===== src/rtl/cw_pkg.sv =====
package cw_pkg;

    typedef enum logic [3:0] {
        CW_PRIO   = 4'd0,
        CW_ARB    = 4'd1,
        CW_COMMON = 4'd2,
        CW_SUM    = 4'd3,
        CW_MIN    = 4'd4,
        CW_MAX    = 4'd5,
        CW_AND    = 4'd6,
        CW_OR     = 4'd7,
        CW_XOR    = 4'd8
    } cw_mode_e;

    typedef enum logic [1:0] {
        ST_IDLE    = 2'd0,
        ST_RESOLVE = 2'd1,
        ST_DONE    = 2'd2
    } cw_state_e;

endpackage


===== src/rtl/cw_addr_reduce.sv =====
module cw_addr_reduce
    import cw_pkg::*;
#(
    parameter int NPE     = 4,
    parameter int AW      = 3,
    parameter int DW      = 8,
    parameter int MY_ADDR = 0
) (
    input  logic [NPE-1:0]    valid,
    input  logic [NPE*AW-1:0] addr,
    input  logic [NPE*DW-1:0] data,
    input  logic [3:0]        mode,
    output logic              wr_en,
    output logic [DW-1:0]     wr_val,
    output logic              clash
);

    localparam logic [AW-1:0] TAG = AW'(MY_ADDR);

    logic [NPE-1:0] hit;
    logic [DW-1:0]  first_val;
    logic           agree;
    logic [DW-1:0]  acc;
    logic           any_hit;

    // Lanes aimed at this word
    generate
        for (genvar g = 0; g < NPE; g++) begin : g_hit
            assign hit[g] = valid[g] && (addr[g*AW +: AW] == TAG);
        end
    endgenerate

    assign any_hit = |hit;

    function automatic logic [DW-1:0] identity(input logic [3:0] m);
        case (m)
            CW_AND, CW_MIN: identity = '1;
            default:        identity = '0;
        endcase
    endfunction

    function automatic logic [DW-1:0] fold(input logic [3:0] m,
                                           input logic [DW-1:0] a,
                                           input logic [DW-1:0] b);
        case (m)
            CW_SUM:  fold = a + b;
            CW_MIN:  fold = (b < a) ? b : a;
            CW_MAX:  fold = (b > a) ? b : a;
            CW_AND:  fold = a & b;
            CW_OR:   fold = a | b;
            CW_XOR:  fold = a ^ b;
            default: fold = a;
        endcase
    endfunction

    // Lowest-index writer: scan from the top so the lowest hit wins
    always_comb begin
        first_val = '0;
        for (int i = NPE - 1; i >= 0; i--) begin
            if (hit[i]) first_val = data[i*DW +: DW];
        end
    end

    // Agreement among every writer of this word
    always_comb begin
        agree = 1'b1;
        for (int i = 0; i < NPE; i++) begin
            if (hit[i] && (data[i*DW +: DW] != first_val)) agree = 1'b0;
        end
    end

    // Combining accumulator, seeded with the operator identity
    always_comb begin
        acc = identity(mode);
        for (int i = 0; i < NPE; i++) begin
            if (hit[i]) acc = fold(mode, acc, data[i*DW +: DW]);
        end
    end

    always_comb begin
        wr_en  = 1'b0;
        wr_val = first_val;
        clash  = 1'b0;
        case (mode)
            CW_PRIO, CW_ARB: begin
                wr_en = any_hit;
            end
            CW_COMMON: begin
                wr_en = any_hit && agree;
                clash = any_hit && !agree;
            end
            CW_SUM, CW_MIN, CW_MAX, CW_AND, CW_OR, CW_XOR: begin
                wr_en  = any_hit;
                wr_val = acc;
            end
            default: begin
                wr_en = 1'b0;
            end
        endcase
    end

endmodule


===== src/rtl/cw_ctrl.sv =====
module cw_ctrl
    import cw_pkg::*;
(
    input  logic clk,
    input  logic rst_n,
    input  logic start,
    output logic busy,
    output logic done,
    output logic capture,
    output logic commit
);

    cw_state_e state_q, state_d;

    always_ff @(posedge clk) begin
        if (!rst_n) state_q <= ST_IDLE;
        else        state_q <= state_d;
    end

    always_comb begin
        state_d = state_q;
        unique case (state_q)
            ST_IDLE:    if (start) state_d = ST_RESOLVE;
            ST_RESOLVE: state_d = ST_DONE;
            ST_DONE:    state_d = ST_IDLE;
            default:    state_d = ST_IDLE;
        endcase
    end

    always_comb begin
        busy    = 1'b0;
        done    = 1'b0;
        capture = 1'b0;
        commit  = 1'b0;
        unique case (state_q)
            ST_IDLE:    capture = start;
            ST_RESOLVE: begin busy = 1'b1; commit = 1'b1; end
            ST_DONE:    begin busy = 1'b1; done = 1'b1; end
            default:    busy = 1'b0;
        endcase
    end

    AST_DONE_SINGLE: assert property (@(posedge clk) disable iff (!rst_n) done |=> !done);
    AST_CAPTURE_ONLY_IDLE: assert property (@(posedge clk) disable iff (!rst_n) capture |-> !busy);

endmodule


===== src/rtl/cw_store.sv =====
module cw_store #(
    parameter int AW    = 3,
    parameter int DW    = 8,
    parameter int DEPTH = 8
) (
    input  logic                clk,
    input  logic                rst_n,
    input  logic                commit,
    input  logic [DEPTH-1:0]    wr_en,
    input  logic [DEPTH*DW-1:0] wr_val,
    input  logic [AW-1:0]       rd_addr,
    output logic [DW-1:0]       rd_data
);

    logic [DEPTH-1:0][DW-1:0] mem_q;

    generate
        for (genvar w = 0; w < DEPTH; w++) begin : g_word
            always_ff @(posedge clk) begin
                if (!rst_n)                  mem_q[w] <= '0;
                else if (commit && wr_en[w]) mem_q[w] <= wr_val[w*DW +: DW];
            end
        end
    endgenerate

    assign rd_data = mem_q[rd_addr];

    AST_MEM_HOLD: assert property (@(posedge clk) disable iff (!rst_n) !commit |=> $stable(mem_q));

endmodule


===== src/rtl/cw_resolver.sv =====
module cw_resolver
    import cw_pkg::*;
#(
    parameter int NPE = 4,
    parameter int AW  = 3,
    parameter int DW  = 8
) (
    input  logic                clk,
    input  logic                rst_n,
    input  logic                start,
    input  logic [3:0]          mode,
    input  logic [NPE-1:0]      req_valid,
    input  logic [NPE*AW-1:0]   req_addr,
    input  logic [NPE*DW-1:0]   req_data,
    input  logic [AW-1:0]       rd_addr,
    output logic [DW-1:0]       rd_data,
    output logic                busy,
    output logic                done,
    output logic [(1<<AW)-1:0]  conflict
);

    localparam int DEPTH = 1 << AW;

    logic capture, commit;

    logic [NPE-1:0]      valid_q;
    logic [NPE*AW-1:0]   addr_q;
    logic [NPE*DW-1:0]   data_q;
    logic [3:0]          mode_q;

    logic [DEPTH-1:0]    wen;
    logic [DEPTH*DW-1:0] wval;
    logic [DEPTH-1:0]    clash;
    logic [DEPTH-1:0]    conflict_q;

    // Batch latch
    always_ff @(posedge clk) begin
        if (!rst_n) begin
            valid_q <= '0;
            addr_q  <= '0;
            data_q  <= '0;
            mode_q  <= '0;
        end else if (capture) begin
            valid_q <= req_valid;
            addr_q  <= req_addr;
            data_q  <= req_data;
            mode_q  <= mode;
        end
    end

    cw_ctrl u_ctrl (
        .clk     (clk),
        .rst_n   (rst_n),
        .start   (start),
        .busy    (busy),
        .done    (done),
        .capture (capture),
        .commit  (commit)
    );

    generate
        for (genvar a = 0; a < DEPTH; a++) begin : g_red
            cw_addr_reduce #(
                .NPE     (NPE),
                .AW      (AW),
                .DW      (DW),
                .MY_ADDR (a)
            ) u_red (
                .valid  (valid_q),
                .addr   (addr_q),
                .data   (data_q),
                .mode   (mode_q),
                .wr_en  (wen[a]),
                .wr_val (wval[a*DW +: DW]),
                .clash  (clash[a])
            );
        end
    endgenerate

    cw_store #(
        .AW    (AW),
        .DW    (DW),
        .DEPTH (DEPTH)
    ) u_store (
        .clk     (clk),
        .rst_n   (rst_n),
        .commit  (commit),
        .wr_en   (wen),
        .wr_val  (wval),
        .rd_addr (rd_addr),
        .rd_data (rd_data)
    );

    // Conflict flags live for the single DONE cycle
    always_ff @(posedge clk) begin
        if (!rst_n)      conflict_q <= '0;
        else if (commit) conflict_q <= clash;
        else             conflict_q <= '0;
    end

    assign conflict = conflict_q;

    AST_DONE_LATENCY: assert property (@(posedge clk) disable iff (!rst_n) (start && !busy) |=> ##1 done);
    AST_CONFLICT_WITH_DONE: assert property (@(posedge clk) disable iff (!rst_n) (|conflict_q) |-> done);
    AST_CONFLICT_COMMON_ONLY: assert property (@(posedge clk) disable iff (!rst_n) (|conflict_q) |-> (mode_q == CW_COMMON));

endmodule


===== config.mk =====
export PLATFORM = sky130hd
export DESIGN_NAME = cw_resolver
export DESIGN_NICKNAME = d
export VERILOG_FILES = /design/src/rtl/cw_pkg.sv /design/src/rtl/cw_addr_reduce.sv /design/src/rtl/cw_ctrl.sv /design/src/rtl/cw_store.sv /design/src/rtl/cw_resolver.sv
export SDC_FILE = /design/constraint.sdc
export NUM_CORES = 2
export LEC_CHECK = 0
export ABC_AREA = 1
export ABC_CLOCK_PERIOD_IN_PS = 11100
export BUFFER_PORTS_ARGS = -buffer_cell sky130_fd_sc_hd__buf_2
export CORE_UTILIZATION = 45
export CTS_CLUSTER_DIAMETER = 120
export CTS_CLUSTER_SIZE = 12
export DETAILED_ROUTE_END_ITERATION = 10
export PLACE_DENSITY = 0.7
export SLEW_MARGIN = 20
export SYNTH_ARGS = -nofsm -noshare
export SYNTH_HDL_FRONTEND = slang
export SYNTH_HIERARCHICAL = 1
export SYNTH_SLANG_ARGS = --single-unit

===== constraint.sdc =====
create_clock -name clk -period 11.1 [get_ports clk]
set_input_delay 2.22 -clock clk [delete_from_list [all_inputs] [get_ports clk]]
set_output_delay 2.22 -clock clk [all_outputs]
set_load 0.03 [all_outputs]

==> results.md <==
- The worst-case setup margin in the final layout is approximately 1100 ps.
- The total core area is ~110000 µm².
- The proportion of power drawn by combinational gates is 79.9%.
- The worst setup path category is register to register.
- Across every metal layer, demand over resource in global routing totals 33.29%.
- The leading cell type in the layout, fill and taps excluded is sky130_fd_sc_hd__nand2_1.
- Entering global routing, the biggest net connects 99 pins.
- The path class of the tightest hold or removal check is register to register.
- The pre-CTS setup slack is 546.0 ps.
- The power per unit of standard cell area is 121.1 nW/µm².
- The first global-routing pass estimated about 300000 µm of wire.
- The net switching power figure is 3.940 mW.
- For the worst setup path, the data arrival time is 10380 ps.
- The routing usage on met3 is 5.416%.
- The top cell types in the final layout, fill and taps aside, are sky130_fd_sc_hd__nand2_1 (2104), sky130_fd_sc_hd__inv_1 (1490), sky130_fd_sc_hd__ha_1 (764), sky130_fd_sc_hd__o21ai_0 (643), sky130_fd_sc_hd__nand3_1 (599).
- The worst setup path is captured at a register.
- In this run, the number of DRC markers left after iteration 0 of detailed routing was 6468.
- Headroom to the max-slew limit came out at a little over a quarter.
- The count of buffers added on input and output ports is 75.
- The starting utilization of the core area is ~45%.
- The clock network fraction of design power is 9.1%.
- The number of buffers inserted by hold repair at cts is 0.
- The distinct cell type count of the synthesized netlist is 77.
- The fraction of layout instances using a drive strength above 1 is 10.02%.
- The number of antenna violations at the first check in global routing is 7.
- Counting flops with a built-in enable in the synthesized netlist gives 0.
- Summed over all cells, the static leakage comes to 28.83 nW.
- The die is 333.7 µm wide.
- The via count of the first global-routing pass came to approximately 53000.
- The number of failing hold endpoints at the final stage is 0.
- The synthesis warning total is 6.
- In the final timing run, aggregate negative setup slack is 0 ps.
- TritonCTS built the clock tree.
- Grouping stages by cell kind, the critical path spends the most delay in simple AND/OR/NAND/NOR gates.
- Clock tree synthesis inserted a total of 17 buffers.
- In this run the vertical extent of the chip is between 300 and 400 µm.
- The maximum net fanout on the critical path is 27.
- The HPWL after detailed placement is around 140000 µm.
- The clock period minus worst slack is 10040 ps.
- The startpoint identified for the worst hold timing path is u_store/mem_q[52].
- The number of vias after detailed routing is 57660.
- The primary flip-flop cell chosen by synthesis mapping is sky130_fd_sc_hd__dfxtp_1.
- After detailed routing, the average wire length per cell comes to ~19 µm.
- For this design, the slowest cell found on the critical path is sky130_fd_sc_hd__nor3_4.
- The switching share of power is 63.01%.
- Synthesis inferred 126 register bits.
- The H-tree level count is 4.
- Setup repair after global routing left no endpoint under its margin.
- The number of maximum-capacitance constraint violations is 0.
- The via density per instance is 5.797.
- At the worst endpoint, the required time is 11440 ps.
- The count of final setup violators is 0.
- The maximum clock rate is approximately 0.10 GHz.
- The post-route clock period utilization is 90.48%.
- The tightest hold margin is 451.8 ps.
- Counting both buffers and inverters, the worst setup path holds a total of 7.
- A synthesized cell averages between 5 and 6 µm².
- The maximum count of clock buffers along a single path is 2.
- The pin slew with the least headroom to its limit is 1083 ps.
- The number of nets in the layout is 9372.
- The nature of the critical path startpoint is a register.
- The routed design has 193400 µm of wire.
- Clock tree synthesis selected as its root buffer the cell sky130_fd_sc_hd__clkbuf_16.
- The die outline area is 111400 µm².
- Global routing consumed, on the met2 layer, 51.23% of the routing resources.
- The overall power after layout is 6.253 mW.
- Registers are responsible for 11.0% of the overall power.
- The launch point of the worst reg-to-reg path is mode_q[0].
- In this run the most used layer during global routing was met2.
- Clock tree synthesis found a total of 126 sinks.
- In this run, post-CTS repair resized a total of 0 instances.
- The clock skew after layout is roughly 16 ps.
- The critical path starts at mode_q[0].
- The share of flip-flops with an asynchronous set or reset is 0%.
- The last weighted congestion value of the routability-driven placer is 1.005.
- After clock tree synthesis, the clock-pin slew on the worst setup and hold paths is 60 ps.
- The first-pass iteration count of the detailed router is 7.
- The cell repeated most along the worst path is sky130_fd_sc_hd__nand2_1.
- The post-synthesis instance area is 49520 µm².
- The routing usage on met1 is 43.92%.
- The number of post-CTS setup repair buffers is 0.
- Counting every net in the synthesized netlist gives 9425.
- The flow ran to the end, and the final reports show no timing, DRC or antenna violations.
- The maximum cell stage delay along the critical path is 600 ps.
- The worst IR drop on VDD is 0.1296 mV.
- The count of pins over their slew limit is 0.
- Pin placement for this block handled 76 I/O pins.
- For this run the aggregate overflow at the end of global routing stands at 0.
- The area growth from synthesis to layout is 4.239%.
- The later pin in the worst-skew pair is clocked with a latency of 450 ps.
- For this run, design rule violations remaining after detail routing come to 0.
- In this run the remaining antenna-violating nets after routing total 0.
- The number of cells produced by synthesis is 8571.
- The initialized floorplan defines 121 standard-cell rows.
- The internal power consumption is approximately 2.3 mW.
- The part of the Yosys area used for sequential elements is 5.093%.
cells in the mapped netlist, drive strengths merged, types with 65 or more instances:
cell type / number / area [µm²]
nand2: 2367 / 9731
inv: 1595 / 6007
ha: 764 / 9559
o21ai: 717 / 3618
nand3: 642 / 3428
nor2: 636 / 2679
a21oi: 418 / 2186
buf: 195 / 1363
o211ai: 151 / 1134
o22ai: 133 / 832.1
xor2: 131 / 1147
dfxtp: 126 / 2522
nor3: 105 / 615.6
nand4: 87 / 563.0
or2: 68 / 425.4
clkbuf: 65 / 244.0
area by class of cell:
cell class                 instances  area (µm²)
tap                             1414        1769
timing repair buffer             188        1276
inverter                        1608        6068
antenna                            1       2.502
clock buffer                      19       454.2
clock inverter                    13       130.1
sequential                       126        2576
fill                           11630       57380
multi-input combinational       6577       39350
sequential cells by signal, summed over array words and instances (netlist names):
| register | count |
|---|---|
| valid_q | 4 |
| addr_q | 12 |
| conflict | 8 |
| mode_q | 4 |
| u_store/mem_q | 64 |
| u_ctrl/state_q | 2 |
| data_q | 32 |
worst reg2reg max path, delay by kind of cell (launching register included):
kind / cells / cell delay [ps]
buf+inv: 7 / 1020
simple gates: 31 / 4810
flops: 1 / 560
compound gates: 10 / 2090
fa+ha+maj: 4 / 1470
stage by stage:
stage          instances  area, µm²  util (%)
4_1_cts             9941      51580     47.32
3_5_place_dp        9909      50990     46.78
2_1_floorplan       8571      49520         -
3_3_place_gp        9909      50990     46.77
6_report            9946      51620     47.36
5_1_grt             9946      51620     47.36
worst paths after layout:
check	end	slack (ps)	cells after the start
max	u_store/mem_q[52]	1060	52
min	u_store/mem_q[52]	450	2
max reg2reg	u_store/mem_q[52]	1060	52
min reg2reg	u_store/mem_q[52]	450	2
logic make-up after synthesis:
logic type / synth area share, %
AND/OR/NAND/NOR: 36.18
buffers and inverters: 15.50
AO/OA/AOI/OAI: 20.31
adder cells (fa/ha/maj): 20.60
XOR/XNOR: 2.317
flip-flops: 5.093
per-layer routing:
metal  vias up  wire (µm)
met5         -         51
met4         8      11960
met3       627      21110
met2      3165      80880
met1     26260      79380
li1      27600          -
power groups by stage:
| stage | Clock, mW | Sequential, mW | Combinational, mW |
|---|---|---|---|
| 2_1_floorplan | 0 | 0.691 | 3.54 |
| 3_3_place_gp | 0 | 0.684 | 4.70 |
| 3_5_place_dp | 0 | 0.686 | 4.81 |
| 4_1_cts | 0.574 | 0.676 | 4.83 |
| 5_1_grt | 0.594 | 0.684 | 5.54 |
| 6_report | 0.570 | 0.687 | 5.00 |
No activity file was read; power rests on OpenSTA's default activity.
